==> src/rtl/xirq_pkg.sv <==
package xirq_pkg;
  localparam int REG_W    = 8;
  localparam int GEN_BIT  = 7;
  localparam logic ADDR_CTRL = 1'b0;
  localparam logic ADDR_EN   = 1'b1;

  function automatic int mode_pos(input int ch);
    return 2 * ch;
  endfunction

  function automatic int flag_pos(input int ch);
    return 2 * ch + 1;
  endfunction
endpackage

==> src/rtl/xirq_sync.sv <==
module xirq_sync #(
  parameter int NCH    = 2,
  parameter int STAGES = 2
) (
  input  logic           clk,
  input  logic           rst_n,
  input  logic [NCH-1:0] pin_n,
  output logic [NCH-1:0] samp
);
  logic [NCH-1:0] chain_q [STAGES];

  for (genvar s = 0; s < STAGES; s++) begin : g_stage
    if (s == 0) begin : g_first
      always_ff @(posedge clk) begin
        chain_q[s] <= pin_n;
      end
    end else begin : g_rest
      always_ff @(posedge clk) begin
        if (!rst_n) chain_q[s] <= pin_n;
        else        chain_q[s] <= chain_q[s-1];
      end
    end
  end

  assign samp = chain_q[STAGES-1];
endmodule

==> src/rtl/xirq_chan.sv <==
module xirq_chan (
  input  logic clk,
  input  logic rst_n,
  input  logic pin_raw,
  input  logic samp,
  input  logic wr_en,
  input  logic wr_mode,
  input  logic wr_flag,
  input  logic ack_clr,
  output logic mode,
  output logic flag
);
  logic prev_q, mode_q, flag_q, hw_set, flag_d;

  always_ff @(posedge clk) begin
    if (!rst_n) prev_q <= pin_raw;
    else        prev_q <= samp;
  end

  assign hw_set = mode_q ? (prev_q & ~samp) : ~samp;

  always_comb begin
    flag_d = flag_q;
    if (ack_clr && mode_q) flag_d = 1'b0;
    if (wr_en)             flag_d = wr_flag;
    if (hw_set)            flag_d = 1'b1;
  end

  always_ff @(posedge clk) begin
    if (!rst_n) begin
      mode_q <= 1'b0;
      flag_q <= 1'b0;
    end else begin
      if (wr_en) mode_q <= wr_mode;
      flag_q <= flag_d;
    end
  end

  assign mode = mode_q;
  assign flag = flag_q;

  assert_level_set_R1: assert property (@(posedge clk) disable iff (!rst_n)
    (!mode_q && !samp) |=> flag_q);

  assert_edge_only_R2: assert property (@(posedge clk) disable iff (!rst_n)
    (mode_q && !flag_q && !(wr_en && wr_flag) && !(prev_q && !samp)) |=> !flag_q);

  assert_ack_clear_R7: assert property (@(posedge clk) disable iff (!rst_n)
    (mode_q && ack_clr && !wr_en && !(prev_q && !samp)) |=> !flag_q);
endmodule

==> src/rtl/xirq_arb.sv <==
module xirq_arb #(
  parameter int NCH  = 2,
  parameter int SRCW = 1
) (
  input  logic            clk,
  input  logic            rst_n,
  input  logic [NCH-1:0]  req,
  input  logic            ack,
  output logic            valid,
  output logic [SRCW-1:0] src,
  output logic [NCH-1:0]  ack_clr
);
  logic            valid_q;
  logic [SRCW-1:0] src_q, pick;

  always_comb begin
    pick = '0;
    for (int i = NCH - 1; i >= 0; i--) begin
      if (req[i]) pick = SRCW'(i);
    end
  end

  always_ff @(posedge clk) begin
    if (!rst_n) begin
      valid_q <= 1'b0;
      src_q   <= '0;
    end else if (valid_q) begin
      if (ack || !req[src_q]) valid_q <= 1'b0;
    end else if (|req) begin
      valid_q <= 1'b1;
      src_q   <= pick;
    end
  end

  for (genvar i = 0; i < NCH; i++) begin : g_clr
    assign ack_clr[i] = valid_q && ack && (src_q == SRCW'(i));
  end

  assign valid = valid_q;
  assign src   = src_q;

  assert_low_first_R6: assert property (@(posedge clk) disable iff (!rst_n)
    (!valid_q && req[0]) |=> (valid_q && src_q == '0));

  assert_ack_gap_R9: assert property (@(posedge clk) disable iff (!rst_n)
    (valid_q && ack) |=> !valid_q);
endmodule

==> src/rtl/xirq_ctrl.sv <==
module xirq_ctrl #(
  parameter int          NCH         = 2,
  parameter int          SYNC_STAGES = 2,
  parameter logic [15:0] VEC_BASE    = 16'h0003,
  parameter logic [15:0] VEC_STRIDE  = 16'h0010,
  localparam int         SRCW        = (NCH > 1) ? $clog2(NCH) : 1
) (
  input  logic                      clk,
  input  logic                      rst_n,
  input  logic [NCH-1:0]            ext_int_n,
  input  logic                      cfg_we,
  input  logic                      cfg_addr,
  input  logic [xirq_pkg::REG_W-1:0] cfg_wdata,
  output logic                      irq_valid,
  input  logic                      irq_ack,
  output logic [15:0]               irq_vector,
  output logic [SRCW-1:0]           irq_src
);
  import xirq_pkg::*;

  logic [NCH-1:0] samp, mode, flag, en_q, req, ack_clr;
  logic           gen_q, ctrl_we;

  xirq_sync #(.NCH(NCH), .STAGES(SYNC_STAGES)) u_sync (
    .clk(clk), .rst_n(rst_n), .pin_n(ext_int_n), .samp(samp)
  );

  assign ctrl_we = cfg_we && (cfg_addr == ADDR_CTRL);

  for (genvar i = 0; i < NCH; i++) begin : g_ch
    xirq_chan u_ch (
      .clk(clk), .rst_n(rst_n), .pin_raw(ext_int_n[i]), .samp(samp[i]),
      .wr_en(ctrl_we), .wr_mode(cfg_wdata[mode_pos(i)]),
      .wr_flag(cfg_wdata[flag_pos(i)]), .ack_clr(ack_clr[i]),
      .mode(mode[i]), .flag(flag[i])
    );
  end

  always_ff @(posedge clk) begin
    if (!rst_n) begin
      en_q  <= '0;
      gen_q <= 1'b0;
    end else if (cfg_we && cfg_addr == ADDR_EN) begin
      en_q  <= cfg_wdata[NCH-1:0];
      gen_q <= cfg_wdata[GEN_BIT];
    end
  end

  assign req = flag & en_q & {NCH{gen_q}};

  xirq_arb #(.NCH(NCH), .SRCW(SRCW)) u_arb (
    .clk(clk), .rst_n(rst_n), .req(req), .ack(irq_ack),
    .valid(irq_valid), .src(irq_src), .ack_clr(ack_clr)
  );

  assign irq_vector = irq_valid ? (VEC_BASE + VEC_STRIDE * 16'(irq_src)) : 16'h0000;

  assert_global_gate_R4: assert property (@(posedge clk) disable iff (!rst_n)
    !gen_q |=> !irq_valid);

  assert_hold_src_R9: assert property (@(posedge clk) disable iff (!rst_n)
    (irq_valid && !irq_ack) |=> (!irq_valid || ($stable(irq_src) && $stable(irq_vector))));

  assert_vector_map_R5: assert property (@(posedge clk) disable iff (!rst_n)
    irq_valid |-> (irq_vector == VEC_BASE + VEC_STRIDE * 16'(irq_src)));
endmodule

==> config.mk <==
export PLATFORM = sky130hd
export DESIGN_NAME = xirq_ctrl
export DESIGN_NICKNAME = d
export VERILOG_FILES = /design/src/rtl/xirq_pkg.sv /design/src/rtl/xirq_sync.sv /design/src/rtl/xirq_chan.sv /design/src/rtl/xirq_arb.sv /design/src/rtl/xirq_ctrl.sv
export SDC_FILE = /design/constraint.sdc
export NUM_CORES = 1
export LEC_CHECK = 0
export BUFFER_PORTS_ARGS = -buffer_cell sky130_fd_sc_hd__buf_4
export CORE_MARGIN = 3
export CORE_UTILIZATION = 48
export CTS_BUF_LIST = sky130_fd_sc_hd__clkbuf_4 sky130_fd_sc_hd__clkbuf_8
export DETAILED_ROUTE_END_ITERATION = 8
export PLACE_DENSITY = 0.83
export SKIP_LAST_GASP = 1
export SLEW_MARGIN = 25
export SYNTH_ARGS = -nofsm -noshare
export SYNTH_HDL_FRONTEND = slang
export SYNTH_SLANG_ARGS = --single-unit
==> constraint.sdc <==
create_clock -name clk -period 2.7 [get_ports clk]
set_input_delay 0.135 -clock clk [delete_from_list [all_inputs] [get_ports clk]]
set_output_delay 0.135 -clock clk [all_outputs]
set_load 0.01 [all_outputs]
==> results of run 1 <==
## final cells by class
type | count | area, sq um
well taps | 14 | 17.5
flip-flops and latches | 15 | 300
inverters | 3 | 11.3
repair buffers | 18 | 140
fillers | 104 | 408
clock buffers | 4 | 30.0
multi-input cells | 61 | 294
## layer usage
| metal | global-route usage (%) | vias up | part of all wire (%) | wire [um] |
|---|---|---|---|---|
| met5 | 0 | - | 0 | 0 |
| met4 | 10.8 | 0 | 2.5 | 30 |
| met3 | 2.90 | 4 | 9.3 | 111 |
| met2 | 22.7 | 28 | 48 | 577 |
| met1 | 14.0 | 266 | 40 | 475 |
| li1 | - | 282 | - | - |
## synthesized netlist by cell type
master,number
and2_1,1
nand2_1,22
nand4b_1,1
a21o_1,2
a21oi_1,6
o311a_1,1
o221a_2,1
nand4_1,1
inv_1,2
dfxtp_1,15
nor3b_1,1
nor2_1,1
nor3_1,1
buf_4,15
a31oi_1,2
and2b_2,1
nand3_1,5
inv_2,1
nand2b_1,2
conb_1,1
## report_power, final
part	leakage, nW	switching [mW]	internal, mW
clock	0.0184	0.0701	0.0674
combinational	0.250	0.0279	0.0226
sequential	0.124	0.00628	0.234
## tightest hold or removal path, delay by kind of cell
kind / cells / cell delay (ps)
compound gates: 1 / 50
buf+inv: 1 / 110
simple gates: 1 / 40
## kinds of logic (layout without fill, tap and decap cells)
kind of cell,Yosys count,after routing,synth area share [%]
flip-flops,15,15,44.6
buffers and inverters,18,25,18.4
AND/OR/NAND/NOR,36,36,24.7
AO/OA/AOI/OAI,12,12,11.7
other,1,13,0.557
## through the flow
step,hold WS (ps),cell area [sq um],cells
floorplan,163,718,94
global placement,249,743,109
detailed placement,251,743,109
CTS,98.5,793,115
global route,115,793,115
finish,99.3,793,115
## how the worst min path moves through the flow
stage / startpoint / end / depth (start not counted)
detailed placement: ext_int_n[0] / u_sync.chain_q[0][0] / 1
global route: cfg_wdata[3] / g_ch[1].u_ch.flag / 3
CTS: cfg_wdata[2] / g_ch[1].u_ch.mode / 3
finish: cfg_wdata[2] / g_ch[1].u_ch.mode / 3
global placement: ext_int_n[0] / u_sync.chain_q[0][0] / 1
floorplan: ext_int_n[0] / u_sync.chain_q[0][0] / 0
## cells in the final DEF, fill, tap and decap left out, drive strengths merged, types with 2 or more instances in the layout
master / n
buf: 16
clkbuf: 4
dlygate4sd3: 2
a21o: 2
conb: 13
a21oi: 6
a31oi: 2
inv: 3
dfxtp: 15
nand2: 22
nand2b: 2
nand3: 5
## registers in the layout, summed over array words and instances (netlist names)
name              cells
u_arb.valid           1
gen_q                 1
g_ch.u_ch.mode        2
u_sync.chain_q        4
g_ch.u_ch.flag        2
en_q                  2
g_ch.u_ch.prev_q      2
u_arb.src             1
## timing repair
action,CTS,global route
setup buffers,0,0
endpoints found under the hold margin,2,0
hold buffers,2,0
==> qor.txt, run 1 <==
status: finished clean
RSZ-0062 raised after global routing: false
I/O pin total: 33
Total GRT Usage: 13.4%
Hold Crit Class: primary input to flip-flop
crit end category: output port
Starting Density: 56.0%
f_max: 870 MHz
r2r startpoint: u_arb.valid
peak supply drop: 0.328 mV
total number of vias: 580
worst path cell trace: and2_1 > buf_4
initial antenna violation count: 0
CP max stage delay: 460 ps
largest net degree at the start of global routing: 10
reg2reg setup slack: 1690 ps
Antenna Nets Post-Route: 0
total grt overflow: 0
area grow syn2layout: 17.8%
post-CTS sizing: 0
Final period util: 42.6%
CP required: 2570 ps
synthesized area: 673 sq um
DR iter-0 viols: 5
synthesis warning total: 0
Post-Syn Area per Cell: 8.21 sq um
Port Buffers: 16
flops & latches, synth: 15
Pwr Density: 540 nW/um^2
critical path peak fanout: 8
critical path's slowest cell: dfxtp_1
Worst setup endpoint: irq_vector[4]
Reg-to-Reg End: u_arb.src
Final #Nets: 117
H-tree depth: 1
row count: 12
Die X: 43.5 um
final hold vios: 0
largest area contributor in the netlist: dfxtp_1
Buf/Inv on CP: 1
post-layout worst setup margin: 1550 ps
Netlist cell types: 20
Root Buffer: clkbuf_4
core area: 1200 sq um
max-cap violations: 0
Worst Skew: 0.965 ps
clk_lat worst skew: 280 ps
Cells after Synth: 82
layout cells sized above 1: 22.8%
WL per Instance: 10.4 um
Pre-Repair DR Iteration Count: 4
final core utilization: 66.0%
die area: 1890 sq um
final setup fails: 0
Num CTS Buffers: 3
clock sink total: 15
Reg2Reg Depth: 3
DRC Markers: 0
fin. max-slew vios: 0
Area contributors post-synth: dfxtp_1 (45%), buf_4 (17%), nand2_1 (12%)
vias in the first global route: 481
overall power: 0.428 mW
Critical Path Source Type: flip-flop
global-route wire length before repair: 1900 um
critical path launch point: u_arb.valid
clk slew on worst S/H paths: 90 ps
CP Depth: 2
pre-CTS setup slack: 1690 ps
Vias/cell: 5.04
post-layout minimum cycle time: 1150 ps
Yosys top cell area share: 44.6%
Leak Pwr: 0.393 nW
Seq/Total Area, Yosys: 44.6%
delay-heaviest family, CP: flip-flops
TritonCTS clock tree: done
DIE HEIGHT: 43.5 um
Critical Path AT: 1020 ps
setup TNS: 0 ps
Antenna diodes: 0
CTS Buffer Depth: 2
post-DP HPWL: 934 um
Routed Wire Length: 1190 um
Crit Path Category: flip-flop to output port
Final Wtd Congestion: 0.727
(Power assumes the default switching activity.)
==> run 2, diff against run 1 <==
CORE_UTILIZATION = 46   (was 48)
PLACE_DENSITY = 0.8   (was 0.83)
clock period = 1.1 ns   (was 2.7 ns; I/O delays follow)
==> run 2 against run 1 <==
- combinational power grew 150%
- largest cell class unchanged
- core utilization shrank 6.4 points
- sequential cell count is the same
- die area grew 3.7%
- sequential share of layout area is essentially flat
- sequential power grew 150%
- global-route usage shrank 0.11 points
- critical path type unchanged
- cell count grew 0.87%
- register-to-register slack lost 1500 ps
- total power grew 140%
- clock skew is essentially flat
- clock power grew 140%
==> qor.txt, run 2 (same netlist as run 1, synthesis figures left out) <==
status: finished clean
setup TNS: 0 ps (unchanged)
filler cell count: 130 (+25%)
Final period util: 94.3%
peak supply drop: 0.845 mV (+160%)
CP max stage delay: 430 ps (-30 ps)
crit end category: output port
commonest non-fill, non-tap cells in the layout: nand2_1 (22), buf_4 (16), dfxtp_1 (14), conb_1 (13), a21oi_1 (6)
DR iter-0 viols: 12 (+7)
critical path peak fanout: 7 (-1)
Critical Path Source Type: flip-flop
H-tree depth: 1 (unchanged)
Antenna Nets Post-Route: 0 (unchanged)
final hold vios: 0 (unchanged)
area of the multi-input gates: 294 sq um (unchanged)
post-layout minimum cycle time: 1040 ps
die area: 1960 sq um (+3.7%)
Num CTS Buffers: 3 (unchanged)
Pwr Density: 1310 nW/um^2 (+140%)
CTS Buffer Depth: 2 (unchanged)
Starting Density: 50.5% (-5.6 points)
initial antenna violation count: 0 (unchanged)
total number of vias: 548 (-5.5%)
Total GRT Usage: 13.3% (-0.11 points)
layout cells sized above 1: 23.8% (+0.99 points)
total grt overflow: 0 (unchanged)
fin. max-slew vios: 0 (unchanged)
post-CTS setup buffers: 0 (unchanged)
most common cell after layout, fill and taps aside: nand2_1
core area: 1330 sq um (+11%)
critical path's slowest cell: dfxtp_1
final setup fails: 0 (unchanged)
Routed Wire Length: 1150 um (-4.0%)
Hold Crit Class: primary input to flip-flop
post-DP HPWL: 919 um (-1.6%)
Crit Path Category: flip-flop to output port
Antenna diodes: 0 (unchanged)
final core utilization: 59.7% (-6.4 points)
clk slew on worst S/H paths: 80 ps (about the same)
WL per Instance: 9.88 um (-4.8%)
Fin Hold WS: 24.6 ps (-74.7 ps)
Critical Path AT: 980 ps (-40 ps)
post-layout worst setup margin: 62.4 ps (-1490 ps)
clk_lat worst skew: 270 ps (about the same)
DIE HEIGHT: 44.3 um (+1.9%)
global-route wire length before repair: 1910 um (+0.74%)
Final Cell Area: 796 sq um (+0.32%)
pre-CTS setup slack: 132 ps (-1560 ps)
f_max: 964 MHz
placed cell count: 110 (+0.92%)
Worst Skew: 1.14 ps (+0.175 ps)
Final Wtd Congestion: 0.733 (+0.84%)
Die X: 44.3 um (+1.9%)
Pre-Repair DR Iteration Count: 4 (unchanged)
CP required: 1040 ps (-1530 ps)
Vias/cell: 4.72 (-6.3%)
Final #Nets: 117 (unchanged)
row count: 13 (+1)
register area: 302 sq um (+0.42%)
overall power: 1.04 mW (+140%)
DRC Markers: 0 (unchanged)
clock sink total: 15 (unchanged)
max-cap violations: 0 (unchanged)
TritonCTS clock tree: done
Port Buffers: 16 (unchanged)
largest net degree at the start of global routing: 10 (unchanged)
I/O pin total: 33 (unchanged)
Leak Pwr: 0.393 nW (+0.13%)
worst path cell trace: and2_1 > buf_4
Post-DP Area: 744 sq um (+0.17%)
Largest register FFs: 4 (unchanged)
fin cells: 116 (+0.87%)
area grow syn2layout: 18.2%
Root Buffer: clkbuf_4
RSZ-0062 raised after global routing: false
Largest Register: u_sync.chain_q
vias in the first global route: 477 (-0.83%)
-- run 2: cell counts in the layout (fill, tap and decap cells not counted) --
No cell type changed its count.
-- run 2: layout make-up --
class,instances,area share [%]
clock buffer,4,3.77
inverter,3,1.42
multi-input combinational,61,36.9
sequential,15,37.9
tap,15,2.36
timing repair buffer,18,17.6
-- run 2: critical path, delay by kind of cell (launching register included) --
kind	cells	cell delay [ps]
flops	1	430
simple gates	1	160
buf+inv	1	110
-- run 2: layer usage --
metal	share of wire [%]	vias up	GRT usage [%]
met5	0	-	0
met1	42	243	16.7
met2	49	21	20.3
met3	7.7	2	2.44
li1	-	282	-
met4	1.6	0	9.04
-- run 2: path summary, 6_finish.rpt --
path                                      startpoint                    to  slack [ps]  cells past startpoint
worst min register to register  u_sync.chain_q[0][0]  u_sync.chain_q[1][0]         430                      2
worst max-delay path                       u_arb.src         irq_vector[4]          60                      2
worst max register to register             u_arb.src           u_arb.valid         150                      2
worst min-delay path                    cfg_wdata[2]     g_ch[1].u_ch.mode          20                      3
-- run 2: what timing repair did --
action	in CTS	in global routing
endpoints found under the setup margin	0	1
gates resized for setup	0	1
endpoints found under the hold margin	5	0
hold buffers	2	0
-- run 2: report_power, final --
group / switching, mW / internal [mW]
Sequential: 0.0154 / 0.575
Combinational: 0.0685 / 0.0556
Clock: 0.163 / 0.165
Total: 0.247 / 0.795
==> run 3, diff against run 2 <==
==> constraint.sdc (replaced) <==
create_clock -name clk -period 1.1 [get_ports clk]
set_input_delay 0.11 -clock clk [delete_from_list [all_inputs] [get_ports clk]]
set_output_delay 0.11 -clock clk [all_outputs]
set_load 0.01 [all_outputs]
==> run 3 against run 2 <==
- total power up 0.37%
- wire length rose by 3.2%
- sequential share of layout area rose by 0.097 points
==> qor.txt, run 3 (same netlist as run 1, synthesis figures left out) <==
critical path peak fanout: 8 (+1)
layout cells sized above 1: 24.8% (+0.99 points)
post-layout minimum cycle time: 1040 ps (+2.53 ps)
Antenna Nets Post-Route: 0 (unchanged)
Num CTS Buffers: 3 (unchanged)
total grt overflow: 0 (unchanged)
DR iter-0 viols: 7 (-5)
vias in the first global route: 486 (+1.9%)
crit end category: output port
Sequential Power Share: 56.4% (-0.2 points)
DIE HEIGHT: 44.3 um (unchanged)
Leak Pwr: 0.394 nW (+0.13%)
H-tree depth: 1 (unchanged)
fin. max-slew vios: 0 (unchanged)
peak supply drop: 1.01 mV (+19%)
post-DP HPWL: 918 um (-0.17%)
Vias/cell: 4.84 (+2.6%)
Pwr Density: 1310 nW/um^2 (+0.22%)
Routed Wire Length: 1180 um (+3.2%)
initial antenna violation count: 0 (unchanged)
total number of vias: 562 (+2.6%)
Hold Crit Class: primary input to flip-flop
most common cell after layout, fill and taps aside: nand2_1
Worst Hold Launch: cfg_wdata[2]
Comb power frac: 12.0% (about the same)
Antenna diodes: 0 (unchanged)
WL per Instance: 10.2 um (+3.2%)
TritonCTS clock tree: done
CP required: 990 ps (-50 ps)
global-route wire length before repair: 1950 um (+2.1%)
Switching Share: 24.0% (+0.28 points)
RSZ-0062 raised after global routing: false
clk slew on worst S/H paths: 90 ps (about the same)
clk_lat worst skew: 270 ps (about the same)
Critical Path Source Type: flip-flop
Final #Nets: 117 (unchanged)
area grow syn2layout: 18.4%
critical path launch point: u_arb.valid
Crit Path Category: flip-flop to output port
r2r startpoint: en_q[1]
final core utilization: 59.8% (+0.094 points)
reg2reg setup slack: 150 ps (about the same)
Die X: 44.3 um (unchanged)
core area: 1330 sq um (unchanged)
max-cap violations: 0 (unchanged)
Largest Register: u_sync.chain_q
cell-internal power: 0.795 mW (about the same)
die area: 1960 sq um (unchanged)
final hold vios: 0 (unchanged)
I/O pin total: 33 (unchanged)
commonest non-fill, non-tap cells in the layout: nand2_1 (22), buf_4 (16), conb_1 (13), dfxtp_1 (13), a21oi_1 (6)
Clock Power Share: 31.7% (+0.2 points)
row count: 13 (unchanged)
Port Buffers: 16 (unchanged)
status: finished clean
Root Buffer: clkbuf_4
Net Switching: 0.251 mW (+1.6%)
Critical Path AT: 930 ps (-50 ps)
Largest register FFs: 4 (unchanged)
Final Wtd Congestion: 0.713 (-2.7%)
post-CTS setup buffers: 0 (unchanged)
Total GRT Usage: 13.5% (+0.26 points)
largest net degree at the start of global routing: 10 (unchanged)
setup TNS: 0 ps (unchanged)
final setup fails: 0 (unchanged)
CTS Buffer Depth: 2 (unchanged)
clock sink total: 15 (unchanged)
Starting Density: 50.5% (unchanged)
filler cell count: 130 (unchanged)
Final period util: 94.6% (+0.23 points)
Pre-Repair DR Iteration Count: 4 (unchanged)
f_max: 961 MHz (-0.24%)
Worst Skew: 1.76 ps (+0.616 ps)
DRC Markers: 0 (unchanged)
[run 3: cell counts in the layout (fill, tap and decap cells not counted)]
Identical to the previous run, type by type.
[run 3: cell type report]
class	instances	area [sq um]	share of cell area [%]
inverters	3	11.3	1.41
multi-input cells	61	294	36.9
flip-flops and latches	15	303	38.0
well taps	15	18.8	2.35
clock buffers	4	30.0	3.77
repair buffers	18	140	17.6
[run 3: worst paths after layout]
path	to	cells past startpoint
max	irq_vector[4]	2
min	g_ch[1].u_ch.mode	3
max reg2reg	u_arb.valid	3
min reg2reg	u_sync.chain_q[1][0]	2
[run 3: repair_timing]
action / 4_1_cts / 5_1_grt
endpoints found under the hold margin: 2 / 0
gates resized for setup: 1 / 1
cloned: 0 / 0
hold buffers: 2 / 0
setup endpoints to repair: 1 / 1
[run 3: worst max-delay path, cell delays in order (launching register included)]
cell and delay [ps]:
dfxtp_2 360, and2_1 160, buf_4 140
[run 3: layer usage]
layer | GRT usage (%) | vias to the layer above | share of wire [%]
met5 | 0 | - | 0
met2 | 20.9 | 29 | 47
met1 | 17.0 | 245 | 43
li1 | - | 284 | -
met4 | 9.04 | 0 | 2.3
met3 | 2.44 | 4 | 8.5
[run 3: power groups by stage]
stage	sequential, mW	clock [mW]	combinational [mW]
floorplan	0.598	0	0.102
global placement	0.602	0	0.115
detailed placement	0.603	0	0.118
CTS	0.590	0.334	0.125
global route	0.594	0.356	0.141
finish	0.590	0.331	0.125
[run 3: stage by stage]
stage	instances	instance area (sq um)	hold WS (ps)	setup slack (ps)	power (mW)
detailed placement	110	744	226	122	0.721
CTS	116	796	76.0	2.99	1.05
global placement	110	744	224	147	0.717
global route	116	797	75.8	12.8	1.09
finish	116	797	75.6	59.8	1.05
floorplan	94	718	138	126	0.701
